## src/rtl/uart_tx_pkg.sv

```systemverilog
package uart_tx_pkg;
  typedef enum logic {SER_IDLE, SER_BUSY} ser_state_e;

  function automatic int unsigned trig_level(input logic [1:0] code);
    case (code)
      2'd0:    return 8;
      2'd1:    return 16;
      2'd2:    return 32;
      default: return 56;
    endcase
  endfunction
endpackage

```

## src/rtl/tx_fifo.sv

```systemverilog
module tx_fifo #(
  parameter int unsigned DEPTH = 64,
  parameter int unsigned W     = 8
) (
  input  logic                         clk_i,
  input  logic                         rst_ni,
  input  logic                         push_i,
  input  logic [W-1:0]                 din_i,
  input  logic                         pop_i,
  output logic [W-1:0]                 dout_o,
  output logic [$clog2(DEPTH+1)-1:0]   count_o,
  output logic                         full_o,
  output logic                         empty_o
);
  localparam int unsigned PTR_W = $clog2(DEPTH);
  localparam int unsigned CNT_W = $clog2(DEPTH+1);

  logic [W-1:0]     mem_q [DEPTH];
  logic [PTR_W-1:0] wptr_q, rptr_q;
  logic [CNT_W-1:0] cnt_q;

  function automatic logic [PTR_W-1:0] nxt(input logic [PTR_W-1:0] p);
    return (p == PTR_W'(DEPTH-1)) ? '0 : p + 1'b1;
  endfunction

  always_ff @(posedge clk_i) begin
    if (push_i) mem_q[wptr_q] <= din_i;
  end

  always_ff @(posedge clk_i or negedge rst_ni) begin
    if (!rst_ni) begin
      wptr_q <= '0;
      rptr_q <= '0;
      cnt_q  <= '0;
    end else begin
      if (push_i) wptr_q <= nxt(wptr_q);
      if (pop_i)  rptr_q <= nxt(rptr_q);
      case ({push_i, pop_i})
        2'b10:   cnt_q <= cnt_q + 1'b1;
        2'b01:   cnt_q <= cnt_q - 1'b1;
        default: cnt_q <= cnt_q;
      endcase
    end
  end

  assign dout_o  = mem_q[rptr_q];
  assign count_o = cnt_q;
  assign full_o  = (cnt_q == CNT_W'(DEPTH));
  assign empty_o = (cnt_q == '0);
endmodule

```

## src/rtl/tx_serializer.sv

```systemverilog
module tx_serializer
  import uart_tx_pkg::*;
#(
  parameter int unsigned W   = 8,
  parameter int unsigned OVS = 16
) (
  input  logic         clk_i,
  input  logic         rst_ni,
  input  logic         load_i,
  input  logic [W-1:0] data_i,
  input  logic         tick_i,
  output logic         busy_o,
  output logic         txd_o
);
  localparam int unsigned FRAME_W = W + 2;
  localparam int unsigned BIT_W   = $clog2(FRAME_W);
  localparam int unsigned TICK_W  = $clog2(OVS);

  ser_state_e         state_q;
  logic [FRAME_W-1:0] frame_q;
  logic [BIT_W-1:0]   bit_q;
  logic [TICK_W-1:0]  tick_q;

  always_ff @(posedge clk_i or negedge rst_ni) begin
    if (!rst_ni) begin
      state_q <= SER_IDLE;
      frame_q <= '1;
      bit_q   <= '0;
      tick_q  <= '0;
    end else if (state_q == SER_IDLE) begin
      if (load_i) begin
        frame_q <= {1'b1, data_i, 1'b0};
        bit_q   <= '0;
        tick_q  <= '0;
        state_q <= SER_BUSY;
      end
    end else if (tick_i) begin
      if (tick_q == TICK_W'(OVS-1)) begin
        tick_q <= '0;
        if (bit_q == BIT_W'(FRAME_W-1)) state_q <= SER_IDLE;
        else                            bit_q   <= bit_q + 1'b1;
      end else begin
        tick_q <= tick_q + 1'b1;
      end
    end
  end

  assign busy_o = (state_q == SER_BUSY);
  assign txd_o  = busy_o ? frame_q[bit_q] : 1'b1;
endmodule

```

## src/rtl/tx_irq_ready.sv

```systemverilog
module tx_irq_ready
  import uart_tx_pkg::*;
#(
  parameter int unsigned DEPTH = 64
) (
  input  logic                       clk_i,
  input  logic                       rst_ni,
  input  logic [$clog2(DEPTH+1)-1:0] count_i,
  input  logic                       push_i,
  input  logic                       pop_i,
  input  logic [1:0]                 trig_sel_i,
  input  logic                       isr_rd_i,
  input  logic                       irq_en_i,
  input  logic                       dma_mode_i,
  output logic                       irq_o,
  output logic                       ready_no
);
  localparam int unsigned CNT_W = $clog2(DEPTH+1);

  logic [CNT_W-1:0] thr, cnt_nxt;
  logic             fall_evt, rise_evt, pend_q;

  always_comb begin
    thr     = CNT_W'(trig_level(trig_sel_i));
    cnt_nxt = count_i + CNT_W'(push_i) - CNT_W'(pop_i);
  end

  assign fall_evt = (count_i >= thr) && (cnt_nxt < thr);
  assign rise_evt = (count_i < thr) && (cnt_nxt >= thr);

  // set dominates clear
  always_ff @(posedge clk_i or negedge rst_ni) begin
    if (!rst_ni)                     pend_q <= 1'b0;
    else if (fall_evt)               pend_q <= 1'b1;
    else if (rise_evt || isr_rd_i)   pend_q <= 1'b0;
  end

  assign irq_o    = pend_q & irq_en_i;
  assign ready_no = dma_mode_i ? (count_i == CNT_W'(DEPTH)) : (count_i != '0);
endmodule

```

## src/rtl/uart_tx_chan.sv

```systemverilog
module uart_tx_chan #(
  parameter int unsigned DEPTH = 64,
  parameter int unsigned OVS   = 16
) (
  input  logic                       clk_i,
  input  logic                       rst_ni,
  input  logic                       wr_en_i,
  input  logic [7:0]                 wr_data_i,
  input  logic                       irq_en_i,
  input  logic                       isr_rd_i,
  input  logic [1:0]                 trig_sel_i,
  input  logic                       dma_mode_i,
  input  logic                       baud_tick_i,
  output logic                       txd_o,
  output logic                       irq_o,
  output logic                       ready_no,
  output logic [$clog2(DEPTH+1)-1:0] level_o
);
  localparam int unsigned CNT_W = $clog2(DEPTH+1);

  logic [7:0]       fifo_dout;
  logic [CNT_W-1:0] fifo_cnt;
  logic             fifo_full, fifo_empty, ser_busy;
  logic             push_ok, pop_ok;

  assign push_ok = wr_en_i && !fifo_full;
  assign pop_ok  = !ser_busy && !fifo_empty;

  tx_fifo #(.DEPTH(DEPTH), .W(8)) i_fifo (
    .clk_i(clk_i), .rst_ni(rst_ni),
    .push_i(push_ok), .din_i(wr_data_i),
    .pop_i(pop_ok), .dout_o(fifo_dout),
    .count_o(fifo_cnt), .full_o(fifo_full), .empty_o(fifo_empty)
  );

  tx_serializer #(.W(8), .OVS(OVS)) i_ser (
    .clk_i(clk_i), .rst_ni(rst_ni),
    .load_i(pop_ok), .data_i(fifo_dout), .tick_i(baud_tick_i),
    .busy_o(ser_busy), .txd_o(txd_o)
  );

  tx_irq_ready #(.DEPTH(DEPTH)) i_irq (
    .clk_i(clk_i), .rst_ni(rst_ni),
    .count_i(fifo_cnt), .push_i(push_ok), .pop_i(pop_ok),
    .trig_sel_i(trig_sel_i), .isr_rd_i(isr_rd_i),
    .irq_en_i(irq_en_i), .dma_mode_i(dma_mode_i),
    .irq_o(irq_o), .ready_no(ready_no)
  );

  assign level_o = fifo_cnt;
endmodule

```

## config.mk

```make
export PLATFORM = sky130hd
export DESIGN_NAME = uart_tx_chan
export DESIGN_NICKNAME = d
export VERILOG_FILES = /design/src/rtl/uart_tx_pkg.sv /design/src/rtl/tx_fifo.sv /design/src/rtl/tx_serializer.sv /design/src/rtl/tx_irq_ready.sv /design/src/rtl/uart_tx_chan.sv
export SDC_FILE = /design/constraint.sdc
export NUM_CORES = 1
export LEC_CHECK = 0
export BUFFER_PORTS_ARGS = -buffer_cell sky130_fd_sc_hd__buf_2
export CORE_ASPECT_RATIO = 1.5
export CORE_MARGIN = 5
export CORE_UTILIZATION = 66
export DETAILED_ROUTE_END_ITERATION = 12
export GPL_TIMING_DRIVEN = 1
export PLACE_DENSITY = 0.79
export SYNTH_ARGS = -nofsm -noshare
export SYNTH_HDL_FRONTEND = slang
export SYNTH_SLANG_ARGS = --single-unit
```

## constraint.sdc

```tcl
create_clock -name clk_i -period 6.65 [get_ports clk_i]
set_input_delay 0.3325 -clock clk_i [delete_from_list [all_inputs] [get_ports clk_i]]
set_output_delay 0.3325 -clock clk_i [all_outputs]
set_load 0.05 [all_outputs]
```

==> reports/qor.yml, run 1 <==
start_kind: "flop"
insertion_delay_ns: 0.57
drtAntennaViolNets: 0
reg2reg_from: "i_fifo.count_o[5]"
switchingPower_uw: 1840
die_area_sq_um: 38300
gr-usage-met2_pct: 41.6
grt_max_degree: 96
drt-initial-drc-count: 1245
n_antenna_cell: 0
nNetsFinal: 1397
vias_per_cell: 6.50
switching_share_pct: 24.2
io_pins: 27
globalRoute.totalOverflow: 0
cts_buffers: 46
critical_path_required_ns: 7.10
cellLeakagePower_uw: 0.00767
synthesis.nets: 1382
status: "finished clean"
max-cap-violations: 0
crit_chain: "inv_1 -> ha_1 -> nand4bb_1 -> nor2_1 -> or2_1 -> clkinv_2 -> ha_1 -> inv_1 -> ha_1 -> inv_1 -> fa_1 -> nand2b_1 -> a21oi_1 -> nor2_1 -> xnor2_1 -> ha_1 -> nand2_1 -> nor4_1 -> o21ai_0 -> a31o_2"
antenna_found_initial: 0
met1_usage_pct: 32.2
setup_viol: 0
p_per_area_nw_per_um2: 309
die_y_microns: 237
grt_pass1_wl_microns: 70800
synth-main-ff-cell: "edfxtp_1"
ctsResizeCount: 0
ys_seq_elements: 550
yosysUniqueCellTypes: 53
start_util_pct: 66.6
first_pass_iters: 6
endpoint_kind: "flop"
slew_viol_final: 0
intPower_uw: 5760
drive_above_1_share_pct: 16.7
timing.final.crit_period_ns: 5.21
grt_pass1_vias: 11900
h-tree-depth: 2
core_area_sq_um: 34100
layout-area-overhead-vs-synth_pct: 8.32
worst_hold_path_type: "in -> reg"
clock_sinks: 550
p_comb_share_pct: 10.8
seqPwrFrac_pct: 53.4
power.total_uw: 7600
finalHoldViolCount: 0
cp.arrival_ns: 5.66
clkTransAtPathRegs_ns: 0.07
rsz0062_at_grt: "false"
r2r_setup_slack_ns: 1.44
grt_busiest_layer: "met2"
ctsLongestPathBuffers: 3
ir_drop_uv: 234
relSlewSlack_pct: 14.6
reg2regPathDepth: 20
syn_area_sq_um: 22700
skew_ns: 0.00802
p_clk_share_pct: 35.8
rows: 83
cp_max_fo: 25
io_buffers: 26
synthTopCellsByArea: "edfxtp_1, mux4_2, mux2i_1"
synth.largest_area_cell: "edfxtp_1"
ys_seq_area_share_pct: 72.0
route.vias.total: 11800
synth_edf_count: 512
layout_commonest_cell: "edfxtp_1"
dp_hpwl_microns: 28300
drc: 0
min_to: "i_ser.tick_q[2]"
avgSynthCellArea_sq_um: 17.0
finalCritPeriodShare_pct: 78.4
hp-start: "baud_tick_i"
worstMarginPinSlew_ns: 1.28
critPathKind: "reg -> reg"
grt_use_total_pct: 24.5
cts_tree: "yes"
whs_path_depth: 3
worstReg2RegEnd: "i_irq.pend_q"
clockRootBuffer: "clkbuf_16"
fmax_ghz: 0.192
gp_congestion: 0.967
finalSetupTns_ns: 0
grtUsageMet3_pct: 2.94
synthCells: 1335
yosysWarningCount: 0
slowest_delay_ns: 0.72
cpMaxStageDelayCell: "or2_1"
mostFrequentLayoutCells: "edfxtp_1, mux2i_1, nor2_1"
crit_path_frequent_cell: "ha_1"
wire_per_inst_microns: 25.3
synth_top_area_share_pct: 67.8
async_flop_share_pct: 6.91
die_w_microns: 161
routed_wl_microns: 45900
-- kinds of logic after synthesis --
logic type                 share of synthesized area [%]
xor gates and xnor gates                           0.733
DFF                                                 72.0
and+or+nand+nor                                     5.16
AOI/OAI and AO/OA                                   4.69
muxes                                               13.4
buffers and inverters                               2.24
adders and majority gates                           1.72
-- registers in the layout (all words and copies together), names as in the netlist --
register / cells
i_fifo.count_o: 7
i_fifo.mem_q: 512
i_fifo.rptr_q: 6
i_fifo.wptr_q: 6
i_irq.pend_q: 1
i_ser.bit_q: 4
i_ser.busy_o: 1
i_ser.frame_q: 9
i_ser.tick_q: 4
-- critical path: cells and delay by family, from the launching register on --
kind	cells	cell delay, ns
compound gates	3	0.48
xor+xnor	1	0.13
fa+ha+maj	5	1.60
buf+inv	4	0.69
flops	1	0.45
simple gates	7	1.74
-- metal layers --
metal	share of wire (%)	vias to the layer above	wire length (microns)
li1	-	5264	-
met3	5.9	116	2730
met4	4.9	0	2240
met2	52	464	23700
met5	0	-	0
met1	38	5942	17300
-- cell type report --
| type | count | area [sq um] |
|---|---|---|
| clock inverters | 26 | 279 |
| inverters | 24 | 91.3 |
| multi-input cells | 690 | 5840 |
| repair buffers | 38 | 235 |
| well taps | 425 | 532 |
| clock buffers | 59 | 1250 |
| fillers | 2060 | 9490 |
| flip-flops and latches | 550 | 16300 |
-- power by group through the flow --
stage / Sequential [uW] / Combinational (uW) / Clock (uW)
6_report: 4060 / 822 / 2720
5_1_grt: 4080 / 910 / 2900
4_1_cts: 4060 / 826 / 2750
3_5_place_dp: 4130 / 819 / 0
3_3_place_gp: 4120 / 799 / 0
2_1_floorplan: 4130 / 538 / 0
-- through the flow --
stage          hold WS, ns  instances  utilization (%)  setup slack (ns)  cell area (sq um)
6_report             0.114       1812             72.2              1.44              24600
5_1_grt              0.123       1812             72.2              1.03              24600
4_1_cts             0.0925       1812             72.2              1.49              24600
3_5_place_dp         0.485       1726             67.6              1.52              23000
3_3_place_gp         0.468       1726             67.6              1.73              23000
2_1_floorplan       0.0369       1335                -              2.58              22700
-- synth_stat cells, types with 2 or more instances --
| library cell | instances |
|---|---|
| mux4_2 | 66 |
| and2_1 | 5 |
| a21boi_0 | 3 |
| or3_1 | 9 |
| nor3_1 | 11 |
| nor2_1 | 98 |
| a32oi_1 | 8 |
| nor4_1 | 3 |
| edfxtp_1 | 512 |
| a21oi_1 | 28 |
| dfstp_2 | 9 |
| buf_1 | 5 |
| mux2i_1 | 108 |
| a2111oi_0 | 7 |
| buf_2 | 21 |
| inv_1 | 23 |
| o31ai_1 | 11 |
| nand3_1 | 31 |
| nor2b_1 | 8 |
| buf_4 | 10 |
| o21ai_1 | 2 |
| xnor2_1 | 14 |
| fa_1 | 2 |
| mux2_2 | 43 |
| dfrtp_1 | 29 |
| xor2_1 | 5 |
| buf_6 | 10 |
| nand2_1 | 69 |
| nand2b_1 | 5 |
| nand3b_1 | 3 |
| clkbuf_1 | 23 |
| nand4_1 | 12 |
| o211ai_1 | 8 |
| a21o_1 | 4 |
| a31oi_1 | 2 |
| o21ai_0 | 29 |
| and3_1 | 3 |
| o22ai_1 | 41 |
| a22o_1 | 12 |
| ha_1 | 28 |
| or2_1 | 3 |
-- worst max path at each step --
stage / start / to / slack (ns) / cells past startpoint
floorplan: i_fifo.count_o[2] / i_irq.pend_q / 2.58 / 21
finish: i_fifo.count_o[5] / i_irq.pend_q / 1.44 / 20
global route: i_fifo.count_o[3] / i_irq.pend_q / 1.03 / 20
detailed placement: i_fifo.count_o[3] / i_irq.pend_q / 1.52 / 20
global placement: i_fifo.count_o[5] / i_irq.pend_q / 1.73 / 20
CTS: i_fifo.count_o[5] / i_irq.pend_q / 1.49 / 20
-- repair_timing --
| item | 4_1_cts | 5_1_grt |
|---|---|---|
| hold buffers | 1 | 0 |
| endpoints found under the hold margin | 29 | 0 |
| buffers inserted | 0 | 0 |
Note: power is estimated with default switching activity, not from simulation.
==> inputs of run 2 (changes only) <==
--- a/config.mk
+++ b/config.mk
@@ -8,10 +8,10 @@
 export BUFFER_PORTS_ARGS = -buffer_cell sky130_fd_sc_hd__buf_2
 export CORE_ASPECT_RATIO = 1.5
 export CORE_MARGIN = 5
-export CORE_UTILIZATION = 66
+export CORE_UTILIZATION = 57
 export DETAILED_ROUTE_END_ITERATION = 12
 export GPL_TIMING_DRIVEN = 1
-export PLACE_DENSITY = 0.79
+export PLACE_DENSITY = 0.72
 export SYNTH_ARGS = -nofsm -noshare
 export SYNTH_HDL_FRONTEND = slang
 export SYNTH_SLANG_ARGS = --single-unit
==> constraint.sdc (replaced) <==
create_clock -name clk_i -period 4.2 [get_ports clk_i]
set_input_delay 0.21 -clock clk_i [delete_from_list [all_inputs] [get_ports clk_i]]
set_output_delay 0.21 -clock clk_i [all_outputs]
set_load 0.05 [all_outputs]
==> reports/qor.yml, run 2 (same netlist as run 1, synthesis figures left out) <==
status: "finished clean"
cts_tree: "yes"
p_comb_share_pct: 11.7
dp_hpwl_microns: 29900
start_util_pct: 57.6
fin_cells: 1917
insertion_delay_ns: 0.58
timing.final.crit_period_ns: 3.86
cp_max_fo: 7
vias_per_cell: 6.18
intPower_uw: 9130
n_antenna_cell: 0
holdWs_ns: 0.151
skew_ns: 0.0234
slew_viol_final: 0
top_register: "i_fifo.mem_q"
r2r_setup_slack_ns: 0.34
mostFrequentLayoutCells: "edfxtp_1, mux2i_1, nor2_1"
first_pass_iters: 5
gp_congestion: 0.907
die_w_microns: 173
clkTransAtPathRegs_ns: 0.06
die_area_sq_um: 44000
drt-met1-wl_microns: 18300
clockRootBuffer: "clkbuf_16"
nNetsFinal: 1423
fmax_ghz: 0.259
layout-area-overhead-vs-synth_pct: 9.79
rsz0062_at_grt: "false"
placed_cell_area_sq_um: 23300
dp_cells: 1822
routed_wl_microns: 48000
setup_viol: 0
ctsLongestPathBuffers: 3
antenna_found_initial: 0
reg2regPathDepth: 20
grt_pass1_vias: 12100
p_per_area_nw_per_um2: 488
grt_max_degree: 65
reg2reg_from: "i_fifo.count_o[2]"
cts_buffers: 50
start_kind: "flop"
min_to: "i_irq.pend_q"
hp-start: "isr_rd_i"
max-cap-violations: 0
rows: 89
finalHoldViolCount: 0
ir_drop_uv: 278
wire_per_inst_microns: 25.1
critical_path_required_ns: 4.66
endpoint_kind: "flop"
power.total_uw: 12200
p_clk_share_pct: 35.6
finalCritPeriodShare_pct: 91.9
layout_commonest_cell: "edfxtp_1"
switchingPower_uw: 3020
seqPwrFrac_pct: 52.7
final_cell_area_sq_um: 24900
drtAntennaViolNets: 0
drt-initial-drc-count: 1287
worstReg2RegEnd: "i_irq.pend_q"
drive_above_1_share_pct: 18.1
wl_met2_microns: 25100
clock_sinks: 550
multi_input_area_sq_um: 5870
critPathKind: "reg -> reg"
whs_path_depth: 4
finalSetupTns_ns: 0
core_area_sq_um: 39400
drc: 0
relSlewSlack_pct: 17.7
dr_wl_met3_microns: 2620
n_fill_cell: 2727
cellLeakagePower_uw: 0.00780
die_y_microns: 254
io_pins: 27
cp.arrival_ns: 4.32
top_layer: "met4"
ff_latch_area_sq_um: 16300
route.vias.total: 11800
io_buffers: 26
switching_share_pct: 24.8
grt_use_total_pct: 21.9
h-tree-depth: 2
globalRoute.totalOverflow: 0
worst_hold_path_type: "in -> reg"
post-cts-setup-buffer-count: 0
largest_reg_flops: 512
worstMarginPinSlew_ns: 1.23
grt_pass1_wl_microns: 73400
## run 2: changes by cell type in the layout (fill, tap and decap cells not counted), sizes merged
cell / change
buf: +21
bufinv: -3
clkbuf: +9
clkinv: +1
clkinvlp: -1
dlygate4sd3: +1
inv: +2
## run 2: power by group through the flow
stage,registers (uW),clock network [uW],logic (uW)
after floorplan,6530,0,851
after global placement,6500,0,1350
after detailed placement,6520,0,1390
after CTS,6400,4410,1400
after global routing,6430,4650,1550
final,6400,4330,1420
## run 2: what timing repair did
action,in CTS,in global routing
endpoints found under the hold margin,31,0
resized for setup,0,7
hold buffers,2,0
setup endpoints to repair,0,1
## run 2: metal layers
| metal | GRT usage [%] | vias up |
|---|---|---|
| met5 | 0 | - |
| met4 | 8.63 | 0 |
| met3 | 3.17 | 101 |
| met2 | 38.6 | 394 |
| met1 | 27.9 | 6013 |
| li1 | - | 5330 |
## run 2: how the worst max path moves through the flow
stage / startpoint / end / slack, ns / depth (start not counted)
after floorplan: i_fifo.count_o[2] / i_irq.pend_q / 0.13 / 21
after global placement: i_fifo.count_o[2] / i_irq.pend_q / 0.24 / 20
after detailed placement: i_fifo.count_o[2] / i_irq.pend_q / 0.11 / 20
final: i_fifo.count_o[2] / i_irq.pend_q / 0.34 / 20
after global routing: i_fifo.count_o[2] / i_irq.pend_q / 0.03 / 20
after CTS: i_fifo.count_o[2] / i_irq.pend_q / 0.08 / 20
## run 2: final cells by class
| cell class | count | area share, % |
|---|---|---|
| well taps | 500 | 2.51 |
| inverters | 24 | 0.372 |
| clock inverters | 25 | 0.784 |
| flip-flops and latches | 550 | 65.6 |
| clock buffers | 68 | 5.45 |
| multi-input cells | 690 | 23.6 |
| repair buffers | 60 | 1.72 |
## run 2: stage by stage
stage / util (%) / worst slack [ns]
floorplan: - / 0.128
CTS: 63.1 / 0.0806
global route: 63.2 / 0.0333
detailed placement: 59.1 / 0.106
finish: 63.2 / 0.342
global placement: 59.1 / 0.237
## run 2: critical path: stages, from the launching register on
cell and delay [ns]:
dfrtp_1 0.42, inv_2 0.09, ha_1 0.20, nand4bb_4 0.16, nor2_2 0.13, or2_1 0.17, inv_4 0.07, ha_1 0.32
inv_2 0.09, ha_1 0.17, inv_1 0.06, fa_1 0.41, nand2b_1 0.16, a21oi_1 0.13, nor2_1 0.08, xnor2_1 0.13
ha_1 0.31, nand2_1 0.07, nor4_2 0.25, o21ai_0 0.11, a31o_2 0.21
